### config.mk
export PLATFORM = sky130hd
export DESIGN_NAME = slot_alloc
export DESIGN_NICKNAME = d
export VERILOG_FILES = /design/src/rtl/slot_pkg.sv /design/src/rtl/slot_prio_enc.sv /design/src/rtl/slot_table.sv /design/src/rtl/slot_ctrl.sv /design/src/rtl/slot_alloc.sv
export SDC_FILE = /design/constraint.sdc
export NUM_CORES = 1
export LEC_CHECK = 0
export ABC_AREA = 1
export BUFFER_PORTS_ARGS = -buffer_cell sky130_fd_sc_hd__buf_2
export CAP_MARGIN = 20
export CORE_ASPECT_RATIO = 1.1
export CORE_UTILIZATION = 59
export DETAILED_ROUTE_END_ITERATION = 8
export GPL_ROUTABILITY_DRIVEN = 0
export PLACE_DENSITY = 0.74
export SLEW_MARGIN = 10
export SYNTH_ARGS = -nofsm -noshare
export SYNTH_HDL_FRONTEND = slang
export SYNTH_SLANG_ARGS = --single-unit
### constraint.sdc
create_clock -name clk_i -period 4.8 [get_ports clk_i]
set_input_delay 0.72 -clock clk_i [delete_from_list [all_inputs] [get_ports clk_i]]
set_output_delay 0.72 -clock clk_i [all_outputs]
set_load 0.01 [all_outputs]
### src/rtl/slot_pkg.sv
package slot_pkg;
  localparam int unsigned NUM_IF = 16;
  localparam int unsigned NUM_TS = 16;

  typedef enum logic [1:0] {
    ST_IDLE = 2'd0,
    ST_RD   = 2'd1,
    ST_WR   = 2'd2
  } slot_state_e;
endpackage

### src/rtl/slot_prio_enc.sv
module slot_prio_enc #(
  parameter int unsigned NUM_TS = 16,
  localparam int unsigned TS_W = $clog2(NUM_TS)
) (
  input  logic [NUM_TS-1:0] used_i,
  output logic [TS_W-1:0]   slot_o,
  output logic              found_o
);
  // Ascending scan: the last hit (the highest free bit) wins.
  always_comb begin
    slot_o  = '0;
    found_o = 1'b0;
    for (int i = 0; i < int'(NUM_TS); i++) begin
      if (!used_i[i]) begin
        slot_o  = TS_W'(i);
        found_o = 1'b1;
      end
    end
  end
endmodule

### src/rtl/slot_table.sv
module slot_table #(
  parameter int unsigned NUM_IF = 16,
  parameter int unsigned NUM_TS = 16,
  localparam int unsigned IF_W = $clog2(NUM_IF)
) (
  input  logic              clk_i,
  input  logic              rst_ni,
  input  logic [IF_W-1:0]   rd_if_i,
  output logic [NUM_TS-1:0] rd_vec_o,
  input  logic              we_i,
  input  logic [IF_W-1:0]   wr_if_i,
  input  logic [NUM_TS-1:0] wr_vec_i
);
  logic [NUM_TS-1:0] vec_q [NUM_IF];

  for (genvar g = 0; g < int'(NUM_IF); g++) begin : g_row
    always_ff @(posedge clk_i or negedge rst_ni) begin
      if (!rst_ni)                                   vec_q[g] <= '0;
      else if (we_i && (wr_if_i == IF_W'(g)))        vec_q[g] <= wr_vec_i;
    end
  end

  assign rd_vec_o = vec_q[rd_if_i];
endmodule

### src/rtl/slot_ctrl.sv
module slot_ctrl
  import slot_pkg::*;
#(
  parameter int unsigned NUM_IF = 16,
  parameter int unsigned NUM_TS = 16,
  localparam int unsigned IF_W = $clog2(NUM_IF),
  localparam int unsigned TS_W = $clog2(NUM_TS)
) (
  input  logic              clk_i,
  input  logic              rst_ni,
  input  logic              alloc_i,
  input  logic              dealloc_i,
  input  logic [IF_W-1:0]   intf_i,
  input  logic [TS_W-1:0]   slot_i,
  // table side
  output logic [IF_W-1:0]   tbl_if_o,
  input  logic [NUM_TS-1:0] tbl_vec_i,
  output logic              tbl_we_o,
  output logic [NUM_TS-1:0] tbl_vec_o,
  // decoder side
  output logic [NUM_TS-1:0] dec_vec_o,
  input  logic [TS_W-1:0]   dec_slot_i,
  input  logic              dec_found_i,
  // results
  output logic              busy_o,
  output logic              done_o,
  output logic [TS_W-1:0]   slot_o,
  output logic              full_o,
  output logic              err_o
);
  slot_state_e       state_q;
  logic              is_alloc_q;
  logic [IF_W-1:0]   if_q;
  logic [TS_W-1:0]   ts_q;
  logic [NUM_TS-1:0] scratch_q;
  logic              start;

  assign start = (state_q == ST_IDLE) && (alloc_i || dealloc_i);

  always_ff @(posedge clk_i or negedge rst_ni) begin
    if (!rst_ni) begin
      state_q    <= ST_IDLE;
      is_alloc_q <= 1'b0;
      if_q       <= '0;
      ts_q       <= '0;
      scratch_q  <= '0;
    end else begin
      unique case (state_q)
        ST_IDLE: if (start) begin
          state_q    <= ST_RD;
          is_alloc_q <= alloc_i;   // allocate wins a tie
          if_q       <= intf_i;
          ts_q       <= slot_i;
        end
        ST_RD: begin
          scratch_q <= tbl_vec_i;
          state_q   <= ST_WR;
        end
        ST_WR:   state_q <= ST_IDLE;
        default: state_q <= ST_IDLE;
      endcase
    end
  end

  assign tbl_if_o  = if_q;
  assign dec_vec_o = scratch_q;

  always_comb begin
    tbl_vec_o = scratch_q;
    tbl_we_o  = 1'b0;
    if (state_q == ST_WR) begin
      if (is_alloc_q) begin
        if (dec_found_i) begin
          tbl_vec_o[dec_slot_i] = 1'b1;
          tbl_we_o = 1'b1;
        end
      end else if (scratch_q[ts_q]) begin
        tbl_vec_o[ts_q] = 1'b0;
        tbl_we_o = 1'b1;
      end
    end
  end

  always_ff @(posedge clk_i or negedge rst_ni) begin
    if (!rst_ni) begin
      done_o <= 1'b0;
      slot_o <= '0;
      full_o <= 1'b0;
      err_o  <= 1'b0;
    end else begin
      done_o <= (state_q == ST_WR);
      if (state_q == ST_WR) begin
        slot_o <= is_alloc_q ? dec_slot_i : ts_q;
        full_o <= is_alloc_q && !dec_found_i;
        err_o  <= !is_alloc_q && !scratch_q[ts_q];
      end else begin
        full_o <= 1'b0;
        err_o  <= 1'b0;
      end
    end
  end

  assign busy_o = (state_q != ST_IDLE);
endmodule

### src/rtl/slot_alloc.sv
module slot_alloc #(
  parameter int unsigned NUM_IF = slot_pkg::NUM_IF,
  parameter int unsigned NUM_TS = slot_pkg::NUM_TS,
  localparam int unsigned IF_W = $clog2(NUM_IF),
  localparam int unsigned TS_W = $clog2(NUM_TS)
) (
  input  logic            clk_i,
  input  logic            rst_ni,
  input  logic            alloc_i,
  input  logic            dealloc_i,
  input  logic [IF_W-1:0] intf_i,
  input  logic [TS_W-1:0] slot_i,
  output logic            busy_o,
  output logic            done_o,
  output logic [TS_W-1:0] slot_o,
  output logic            full_o,
  output logic            err_o
);
  logic [IF_W-1:0]   tbl_if;
  logic [NUM_TS-1:0] tbl_rd, tbl_wr, dec_vec;
  logic              tbl_we, dec_found;
  logic [TS_W-1:0]   dec_slot;

  slot_table #(.NUM_IF(NUM_IF), .NUM_TS(NUM_TS)) u_table (
    .clk_i, .rst_ni,
    .rd_if_i(tbl_if), .rd_vec_o(tbl_rd),
    .we_i(tbl_we), .wr_if_i(tbl_if), .wr_vec_i(tbl_wr)
  );

  slot_prio_enc #(.NUM_TS(NUM_TS)) u_prio (
    .used_i(dec_vec), .slot_o(dec_slot), .found_o(dec_found)
  );

  slot_ctrl #(.NUM_IF(NUM_IF), .NUM_TS(NUM_TS)) u_ctrl (
    .clk_i, .rst_ni, .alloc_i, .dealloc_i, .intf_i, .slot_i,
    .tbl_if_o(tbl_if), .tbl_vec_i(tbl_rd), .tbl_we_o(tbl_we), .tbl_vec_o(tbl_wr),
    .dec_vec_o(dec_vec), .dec_slot_i(dec_slot), .dec_found_i(dec_found),
    .busy_o, .done_o, .slot_o, .full_o, .err_o
  );
endmodule

Word-level counts from Yosys, hierarchy flattened
Cells that the tools add are included.

Bits in registers: 290. Latch bits: 0. Bits in writable memories: 0. ROM bits: 0. Bits of input ports: 12. Output and inout port bits: 8. Word-level logic and storage cells: 134. Memories: 0.

Add/sub/neg operators: 0. Multiply operators: 0. Divide/modulo/power cells: 0. Order comparisons: 5. Eq/ne operators: 18. Shift-type cells: 0. Multiplexer cells: 53. Bitwise operators: 4. Reduce and logical (&&, ||, !) cells: 29.

Operators with widths (count): 16-bit two-way mux (6); 16-bit binary-select mux with 4-bit select (1); 4-bit two-way mux (9); 4-bit == test, second input constant (8); 1-bit two-way mux (26); 1-bit logical AND (21); 16-bit bitwise AND (1); 4-bit by 3-bit == test with 1-bit output, second input constant (4); 16-bit NOT (1); 16-bit OR (1); 3-bit two-way mux (4); 4-bit by 5-bit less-than comparator with 1-bit output, second input constant (2); 1-bit demux with 4-bit select (2); 4-bit by 2-bit == test with 1-bit output, second input constant (2); 4-bit by 1-bit greater-or-equal comparator with 1-bit output, second input constant (2); 2-bit two-way mux (3); 5-bit greater-or-equal comparator, second input constant (1); 4-bit NOT with 5-bit output (1); 1-bit binary-select mux with 4-bit select (1); 4-bit by 1-bit == test with 1-bit output, second input constant (1); 4-bit zero test (1); 2-bit one-hot mux with 2 select lines (1); 1-bit zero test (3); 2-bit by 1-bit == test with 1-bit output, second input constant (1); other kinds (6) (6).

Depth between registers and ports, before layout
Gate-level depths: netlist of the first run.

Depth in word-level cells: 23. Depth in mapped cells: 21. Mapped depth without buffers: 20.

By module
A second synthesis of the first run with hierarchy kept.

Cells, all modules: 1991. Area total of the unflattened synthesis: 14457.6 µm².

Modules (own cells, without submodules): slot_table (instances 1, cells each 1652, area an instance 12275.5 µm², sequential area each 6406.1 µm²); slot_ctrl (instances 1, cells each 305, area an instance 2031.9 µm², sequential area each 850.8 µm²); slot_prio_enc (instances 1, cells each 34, area an instance 150.1 µm², sequential area each 0.0 µm²).

Least setup slack after synthesis of the first run
Ideal clock, no wire load.

Path kind: flip-flop to flip-flop. From: reg u_ctrl.ts_q[0]. To: reg u_table.vec_q[161] (netlist name). Setup time: 117 ps. Data arrival time: 1788 ps. Required time: 4683 ps. Path slack: 2894 ps. Stages on the path, launching flop included: 16. Path buffers: 1. Period minus slack after synthesis: 1906 ps. Cell sequence: dfrtp_1 -> inv_1 -> nor2_1 -> inv_2 -> o22ai_1 -> o21ai_1 -> nand2_1 -> nor2_4 -> nand2_4 -> nand2_8 -> nand2_4 -> nor2_4 -> inv_2 -> buf_6 -> nand2_1 -> nand2_1.

Word-level cells in the longest chain between the ends: 9. Elaborated cells on any way between the ends: 16. Those cells by class: order compare: 2; mux: 10; bitwise: 2; reduce/logical: 2.

RTL lines: from (decl) (line slot_ctrl.sv:34) `logic [TS_W-1:0] ts_q;`; from (signal assigned) (line slot_ctrl.sv:53) `ts_q <= slot_i;`; 4-bit by 5-bit less-than comparator with 1-bit output (not written as such) or 4-bit by 1-bit greater-or-equal comparator with 1-bit output (tied branches) (line slot_ctrl.sv:78) `tbl_vec_o[ts_q] = 1'b0;`; 1-bit logical AND (not written as such) (line slot_ctrl.sv:78); 1-bit two-way mux (not written as such) (line slot_ctrl.sv:78); 1-bit demux with 4-bit select; 16-bit NOT (no source line); 16-bit bitwise AND (no source line); 16-bit two-way mux (line slot_ctrl.sv:77) `end else if (scratch_q[ts_q]) begin`; 16-bit two-way mux (line slot_ctrl.sv:72) `if (is_alloc_q) begin`; 16-bit two-way mux (line slot_ctrl.sv:71) `if (state_q == ST_WR) begin`; to (signal, indexed assignment) (line slot_table.sv:19) `else if (we_i && (wr_if_i == IF_W'(g))) vec_q[g] <= wr_vec_i;`; to (decl) (line slot_table.sv:14) `logic [NUM_TS-1:0] vec_q [NUM_IF];`.

Parallel ways exist; a longest one is shown, timed or not. The select of a mux whose other input is x is not followed. A chain may end at the register's enable or synchronous reset.

Worst setup path in the final report of the first run
From: reg u_ctrl.ts_q[0]. To: reg u_table.vec_q[30] (netlist name).

Same word-level chain as after synthesis.

==> results of run 1 <==
layer usage:
metal,part of all wire,track usage,up-vias
li1,-,-,5224
met5,0,0,-
met1,0.40,0.485,5701
met3,0.10,0.0670,123
met4,0.040,0.148,0
met2,0.46,0.554,658
stage by stage:
stage                     power [mW]  instances  hold slack, ns   util
after floorplan                 5.39       1578           0.424      -
after global placement          6.29       1816           0.463  0.614
after detailed placement        6.35       1816           0.466  0.614
after CTS                       8.70       1873           0.179  0.659
after global routing            9.21       1873           0.215  0.659
final                           8.79       1873           0.147  0.659
worst reg2reg max path, stage by stage, from the launching register on:
cell and delay [ns]:
dfrtp_1 0.39, inv_1 0.11, nor2_1 0.09, inv_2 0.12
o22ai_1 0.10, o21ai_1 0.17, nand2_1 0.11, nor2_4 0.18
nand2_4 0.12, nand2_8 0.13, nand2_2 0.12, nor2_2 0.73
inv_1 0.45, nand2_1 0.15, o21ai_1 0.07
cell usage in the layout (no fill, tap or decap), drive strengths merged, types with 2 or more instances in the layout:
cell / instances
o22ai: 22
dfrtp: 290
o41ai: 3
clkbuf: 45
buf: 37
a41oi: 5
a21oi: 35
nand4: 3
o221ai: 21
nand3: 93
nor3: 4
o31ai: 3
a31oi: 36
a221oi: 2
nor2: 85
inv: 122
clkinv: 16
a22oi: 97
nand2: 524
o21ai: 125
nor4: 3
power groups by stage:
stage / Combinational [mW] / Clock, mW / Sequential [mW]
3_5_place_dp: 2.83 / 0 / 3.52
3_3_place_gp: 2.78 / 0 / 3.50
5_1_grt: 3.18 / 2.46 / 3.57
2_1_floorplan: 1.97 / 0 / 3.41
4_1_cts: 2.85 / 2.36 / 3.48
6_report: 2.93 / 2.36 / 3.50
Yosys cell counts, types with 15 or more instances:
cell type / n / area (um^2)
a21oi_1: 35 / 175
a22oi_1: 97 / 728
a31oi_1: 35 / 219
buf_2: 41 / 205
buf_4: 15 / 113
clkbuf_1: 24 / 90.1
dfrtp_1: 290 / 7260
inv_1: 109 / 409
nand2_1: 514 / 1930
nand3_1: 93 / 465
nor2_1: 66 / 248
o21ai_0: 105 / 526
o21ai_1: 19 / 95.1
o221ai_1: 21 / 184
o22ai_1: 22 / 138
registers in the layout, indices dropped and copies added (netlist names):
name               cells
u_ctrl.dec_vec_o      16
u_ctrl.slot_o          4
u_ctrl.ts_q            4
u_ctrl.err_o           1
u_ctrl.is_alloc_q      1
u_ctrl.state_q         2
u_ctrl.tbl_if_o        4
u_ctrl.full_o          1
u_table.vec_q        256
u_ctrl.done_o          1
cells by family after synthesis:
group	Yosys count	synth area share
compound gates	354	0.166
buf+inv	221	0.0728
flops	290	0.537
simple gates	713	0.225
final cells by class:
cell class | instances | share of cell area
clock buffers | 45 | 0.0626
inverters | 127 | 0.0325
clock inverters | 12 | 0.00580
flip-flops and latches | 290 | 0.495
multi-input cells | 1067 | 0.361
well taps | 295 | 0.0252
repair buffers | 37 | 0.0181
worst max path at each step:
stage                              end  slack [ns]  cells after the start
floorplan           u_table.vec_q[161]        2.89                     15
global placement     u_table.vec_q[20]        1.87                     14
detailed placement   u_table.vec_q[20]        1.79                     14
CTS                  u_table.vec_q[20]        1.77                     14
global route         u_table.vec_q[20]        1.47                     14
finish               u_table.vec_q[30]        1.63                     14
==> run summary, run 1 <==
CLOCK TREE
------------------------------------------------------------------------------------
Clock tree from TritonCTS                                                      built
Latest clock arrival within the worst-skew pair                              0.56 ns
Hold bufs inserted after CTS                                                       0
Gates resized, CTS repair                                                          0
Setup fix buffers added after clock tree synthesis                                 0
Root buffer cell                                                           clkbuf_16
Clock-pin slew on the worst setup and hold paths                             0.06 ns
H-tree depth                                                                       1
Clock Sink Count                                                                 290
Max clock buf depth                                                                3
Total clock buffers created by CTS                                                31

TIMING
------------------------------------------------------------------------------------
Final Setup Violations                                                             0
Aggregate negative setup slack                                                  0 ns
Rel. slew slack                                                                0.338
Minimum setup slack in the final design                                      1.63 ns
Count of pins over their slew limit                                                0
Fin crit share                                                                 0.659
Fmax                                                                         316 MHz
Slew at the pin with the worst max-slew slack                               0.989 ns
Total count of hold-check failures in the final report                             0
Period minus WS final                                                        3.17 ns
Max Clock Skew                                                             0.0109 ns
Setup repair after global routing missed its margin                               no

DIE
------------------------------------------------------------------------------------
Ports placed on the boundary                                                      20
# rows                                                                            57
Area of the core                                                          22300 um^2
Die Footprint                                                             23500 um^2
Initial core utilization                                                       0.607
DIE HEIGHT                                                                    161 um
Width of the die                                                              146 um

OUTCOME
------------------------------------------------------------------------------------
Status                                                                     completed

SYNTHESIS
------------------------------------------------------------------------------------
Unique cell type count in the Yosys netlist                                       43
FFs w/ async S/R, synth                                                         1.00
Synthesized flop and latch total                                                 290
Synthesized area                                                          13500 um^2
Part of the Yosys area used for sequential elements                            0.537
Yosys warning total                                                                0
Number of enable-type register cells in the synthesized netlist                    0
Net Count, Synth                                                                1590
Average cell area after synthesis                                          8.56 um^2
Predominant post-synthesis flop cell                                         dfrtp_1
Synthesized instance count                                                      1578

SETUP PATH
------------------------------------------------------------------------------------
Critical Path AT                                                             3.58 ns
Critical Path Start Type                                                    register
Type of element capturing the critical path                                 register
Worst-case reg-to-reg path depth                                                  14
CP Data Required Time                                                        5.21 ns
CP max stage delay                                                           0.73 ns
Gate family responsible for the most delay along the worst path         simple AND/OR/NAND/NOR gates
Critical path class                                                     register to register
Count of buffering cells on the critical path with inverters included              3
Reg-to-reg endpoint                                                     u_table.vec_q[30]
Worst setup startpoint                                                  u_ctrl.ts_q[0]
Highest fanout seen on the critical path                                          21
Launching point of the worst reg2reg path                               u_ctrl.ts_q[0]
Slowest CP cell                                                               nor2_2
Cells traversed along the worst timing path                             inv_1 > nor2_1 > inv_2 > o22ai_1 > o21ai_1 > nand2_1 > nor2_4 > nand2_4 > nand2_8 > nand2_2 > nor2_2 > inv_1 > nand2_1 > o21ai_1
Register-to-register path setup slack                                        1.63 ns

FINAL LAYOUT
------------------------------------------------------------------------------------
Register Area                                                              7260 um^2
Antenna Cells                                                                      0
Post-layout nets                                                                1566
Area grow syn2layout                                                           8.54%
Area of the multi-input gates                                              5300 um^2
Final Instance Area                                                       14700 um^2
Fill cell count                                                                 1892
Fraction of final layout cells sized beyond drive strength 1                  0.0881

DETAILED ROUTING
------------------------------------------------------------------------------------
Via-to-Cell Ratio                                                               6.25
Initial DRC count                                                               1278
DRT antenna net count                                                              0
Remaining routing DRC violations                                                   0
Routed length per instance                                                   21.4 um
Via Count                                                                      11700
First drt pass iteration count                                                     6
DRT Wirelength                                                              40100 um

PWR
------------------------------------------------------------------------------------
Reg power frac                                                                 0.398
Share of total power in combinational logic                                    0.333
Leak                                                                         6.99 nW
Worst ir drop on vdd                                                        0.405 mV
Design internal power                                                        5.26 mW
Switching Fraction                                                             0.401
Clock network fraction of design power                                         0.269
Areal power density over the cells                                       599 nW/um^2
Switching power of the nets                                                  3.53 mW

GLOBAL ROUTE
------------------------------------------------------------------------------------
Pin count of the biggest net entering global routing                             106
Total gr overflow                                                                  0
All-Layer GR Usage                                                             0.353
Via count of the first global-routing pass                                     11700
Antenna violations before repair                                                   0
First-pass GRT wire length                                                  64800 um

PLACE
------------------------------------------------------------------------------------
Detail Placement HPWL                                                       25600 um
IO buf count                                                                      19
Placed cell area                                                          13700 um^2
Post-Place Setup Slack                                                       1.79 ns

FLOW RUN
------------------------------------------------------------------------------------
Max-cap viol count                                                                 0

MIN PATH
------------------------------------------------------------------------------------
Worst min path class                                                    input pin to async pin

(Power assumes the default switching activity.)
==> run 2: changes to the inputs <==
--- a/config.mk
+++ b/config.mk
@@ -9,10 +9,10 @@
 export BUFFER_PORTS_ARGS = -buffer_cell sky130_fd_sc_hd__buf_2
 export CAP_MARGIN = 20
 export CORE_ASPECT_RATIO = 1.1
-export CORE_UTILIZATION = 59
+export CORE_UTILIZATION = 57
 export DETAILED_ROUTE_END_ITERATION = 8
 export GPL_ROUTABILITY_DRIVEN = 0
-export PLACE_DENSITY = 0.74
+export PLACE_DENSITY = 0.75
 export SLEW_MARGIN = 10
 export SYNTH_ARGS = -nofsm -noshare
 export SYNTH_HDL_FRONTEND = slang
==> constraint.sdc (replaced) <==
create_clock -name clk_i -period 2.6 [get_ports clk_i]
set_input_delay 0.39 -clock clk_i [delete_from_list [all_inputs] [get_ports clk_i]]
set_output_delay 0.39 -clock clk_i [all_outputs]
set_load 0.01 [all_outputs]
==> run 2 against run 1 <==
Sequential cell count did not move. Sequential share of layout area fell by 2.4 points. Combinational power rose by 110%. Clock power rose by 100%. Highest routed layer unchanged. Core utilization rose by 0.84 points. Design area rose by 5.0%.
==> run summary, run 2 (synthesis results as in run 1) <==
CLOCK TREE
---------------------------------------------------------------------------
Clock-pin slew on the worst setup and hold paths                    0.06 ns
Max clock buf depth                                                       3
Clock tree from TritonCTS                                             built
Root buffer cell                                                  clkbuf_16
Latest clock arrival within the worst-skew pair                     0.56 ns
H-tree depth                                                              1
Total clock buffers created by CTS                                       30
Clock Sink Count                                                        290

SETUP PATH
---------------------------------------------------------------------------
Critical path class                                            register to register
Type of element capturing the critical path                        register
Critical Path AT                                                    2.91 ns
Highest fanout seen on the critical path                                 13
CP Data Required Time                                               3.03 ns
Worst-case reg-to-reg path depth                                          7
Reg-to-reg endpoint                                            u_ctrl.dec_vec_o[15]
Register-to-register path setup slack                               0.12 ns
Critical Path Start Type                                           register
Launching point of the worst reg2reg path                      u_ctrl.tbl_if_o[1]

TIMING
---------------------------------------------------------------------------
Fin Hold WS                                                       0.0484 ns
Aggregate negative setup slack                                         0 ns
Slew at the pin with the worst max-slew slack                      0.852 ns
Max Clock Skew                                                    0.0200 ns
Setup repair after global routing missed its margin                      no
Fin crit share                                                        0.955
Period minus WS final                                               2.48 ns
Total count of hold-check failures in the final report                    0
Final Setup Violations                                                    0
Rel. slew slack                                                       0.432
Count of pins over their slew limit                                       0
Minimum setup slack in the final design                            0.117 ns
Fmax                                                                403 MHz

FINAL LAYOUT
---------------------------------------------------------------------------
Number of non-filler instances in the completed layout                 1940
Number of flip-flops under the largest register name                    256
Post-layout nets                                                       1629
Final Instance Area                                              15400 um^2
Fraction of final layout cells sized beyond drive strength 1          0.124
Commonest cells after routing, fill and taps aside             nand2_1, dfrtp_1, inv_1
Antenna Cells                                                             0
Utilization after layout                                              0.668
Most common cell after layout, fill and taps aside                  nand2_1
Area grow syn2layout                                                  14.0%
Reg with most FFs                                              u_table.vec_q

GLOBAL ROUTE
---------------------------------------------------------------------------
Via count of the first global-routing pass                            12200
Total gr overflow                                                         0
Antenna violations before repair                                          0
All-Layer GR Usage                                                    0.364
Pin count of the biggest net entering global routing                     66
First-pass GRT wire length                                         67600 um

DETAILED ROUTING
---------------------------------------------------------------------------
DRT Wirelength                                                     42800 um
Via-to-Cell Ratio                                                      6.32
Initial DRC count                                                      1602
DRT antenna net count                                                     0
Routed length per instance                                          22.0 um
First drt pass iteration count                                            6
Remaining routing DRC violations                                          0
Via Count                                                             12300

OUTCOME
---------------------------------------------------------------------------
Status                                                            completed

FLOW RUN
---------------------------------------------------------------------------
Max-cap viol count                                                        0

MIN PATH
---------------------------------------------------------------------------
Number of instances on the worst hold path                                3
Critical hold path startpoint                                     intf_i[3]
Destination of the worst hold path                             u_ctrl.tbl_if_o[3]
Worst min path class                                           input pin to register

PLACE
---------------------------------------------------------------------------
Post-Place Setup Slack                                            0.0459 ns
Placed cell area                                                 14200 um^2
Detail Placement HPWL                                              27600 um
Cell total after placement                                             1881
IO buf count                                                             19

PWR
---------------------------------------------------------------------------
Worst ir drop on vdd                                               0.533 mV
Areal power density over the cells                             1120 nW/um^2
Leak                                                                7.37 nW
Power Total                                                         17.3 mW

DIE
---------------------------------------------------------------------------
Width of the die                                                     149 um
Ports placed on the boundary                                             20
Die Footprint                                                    24300 um^2
Area of the core                                                 23100 um^2
# rows                                                                   58
DIE HEIGHT                                                           164 um
Initial core utilization                                              0.586

run 2: cell types whose count changed in the layout (fill, tap and decap cells not counted), moves of 2 or more:
| cell | previous run | this run |
|---|---|---|
| nand2_4 | 5 | 7 |
| buf_12 | 2 | 11 |
| buf_4 | 16 | 68 |
| clkinv_2 | 11 | 4 |
| nand2_1 | 514 | 512 |
| bufinv_16 | 1 | 5 |
run 2: worst max-delay path by stage:
stage,from,to,slack (ns)
5_1_grt,u_ctrl.ts_q[0],u_table.vec_q[153],0.02
4_1_cts,u_ctrl.ts_q[0],u_table.vec_q[4],0.02
3_5_place_dp,u_ctrl.ts_q[0],u_table.vec_q[4],0.05
6_report,u_ctrl.tbl_if_o[1],u_ctrl.dec_vec_o[15],0.12
2_1_floorplan,u_ctrl.ts_q[0],u_table.vec_q[161],0.69
3_3_place_gp,u_ctrl.ts_q[0],u_table.vec_q[4],0.21
run 2: timing repair:
action | in CTS | in global routing
hold endpoints to repair | 58 | 0
setup endpoints to repair | 0 | 65
setup buffers | 0 | 2
resized for setup | 0 | 9
hold buffers | 1 | 0
run 2: critical path, stage by stage (launching register included):
cell and delay (ns):
dfrtp_1 0.48, inv_1 0.12, nor2_4 0.41, clkinv_1 0.33, buf_4 0.29, o22ai_1 0.18
o21ai_0 0.18, a41oi_1 0.36
run 2: power by group:
part           leakage [nW]  internal, mW  switching [mW]
sequential             3.90          5.72           0.757
clock                 0.545          2.95            1.80
combinational          2.92          1.87            4.20
total                  7.37          10.5            6.76
run 2: routing by layer:
layer,part of all wire,vias to the layer above,GRT usage
met5,0,-,0
met4,0.041,0,0.144
met3,0.12,147,0.0897
met2,0.46,872,0.570
met1,0.38,5897,0.488
li1,-,5348,-
run 2: final cells by class:
class | instances | area, um^2
fill | 1815 | 7670
tap | 300 | 375
multi-input combinational | 1068 | 5330
clock inverter | 10 | 178
sequential | 290 | 7260
inverter | 127 | 479
timing repair buffer | 100 | 857
clock buffer | 45 | 928
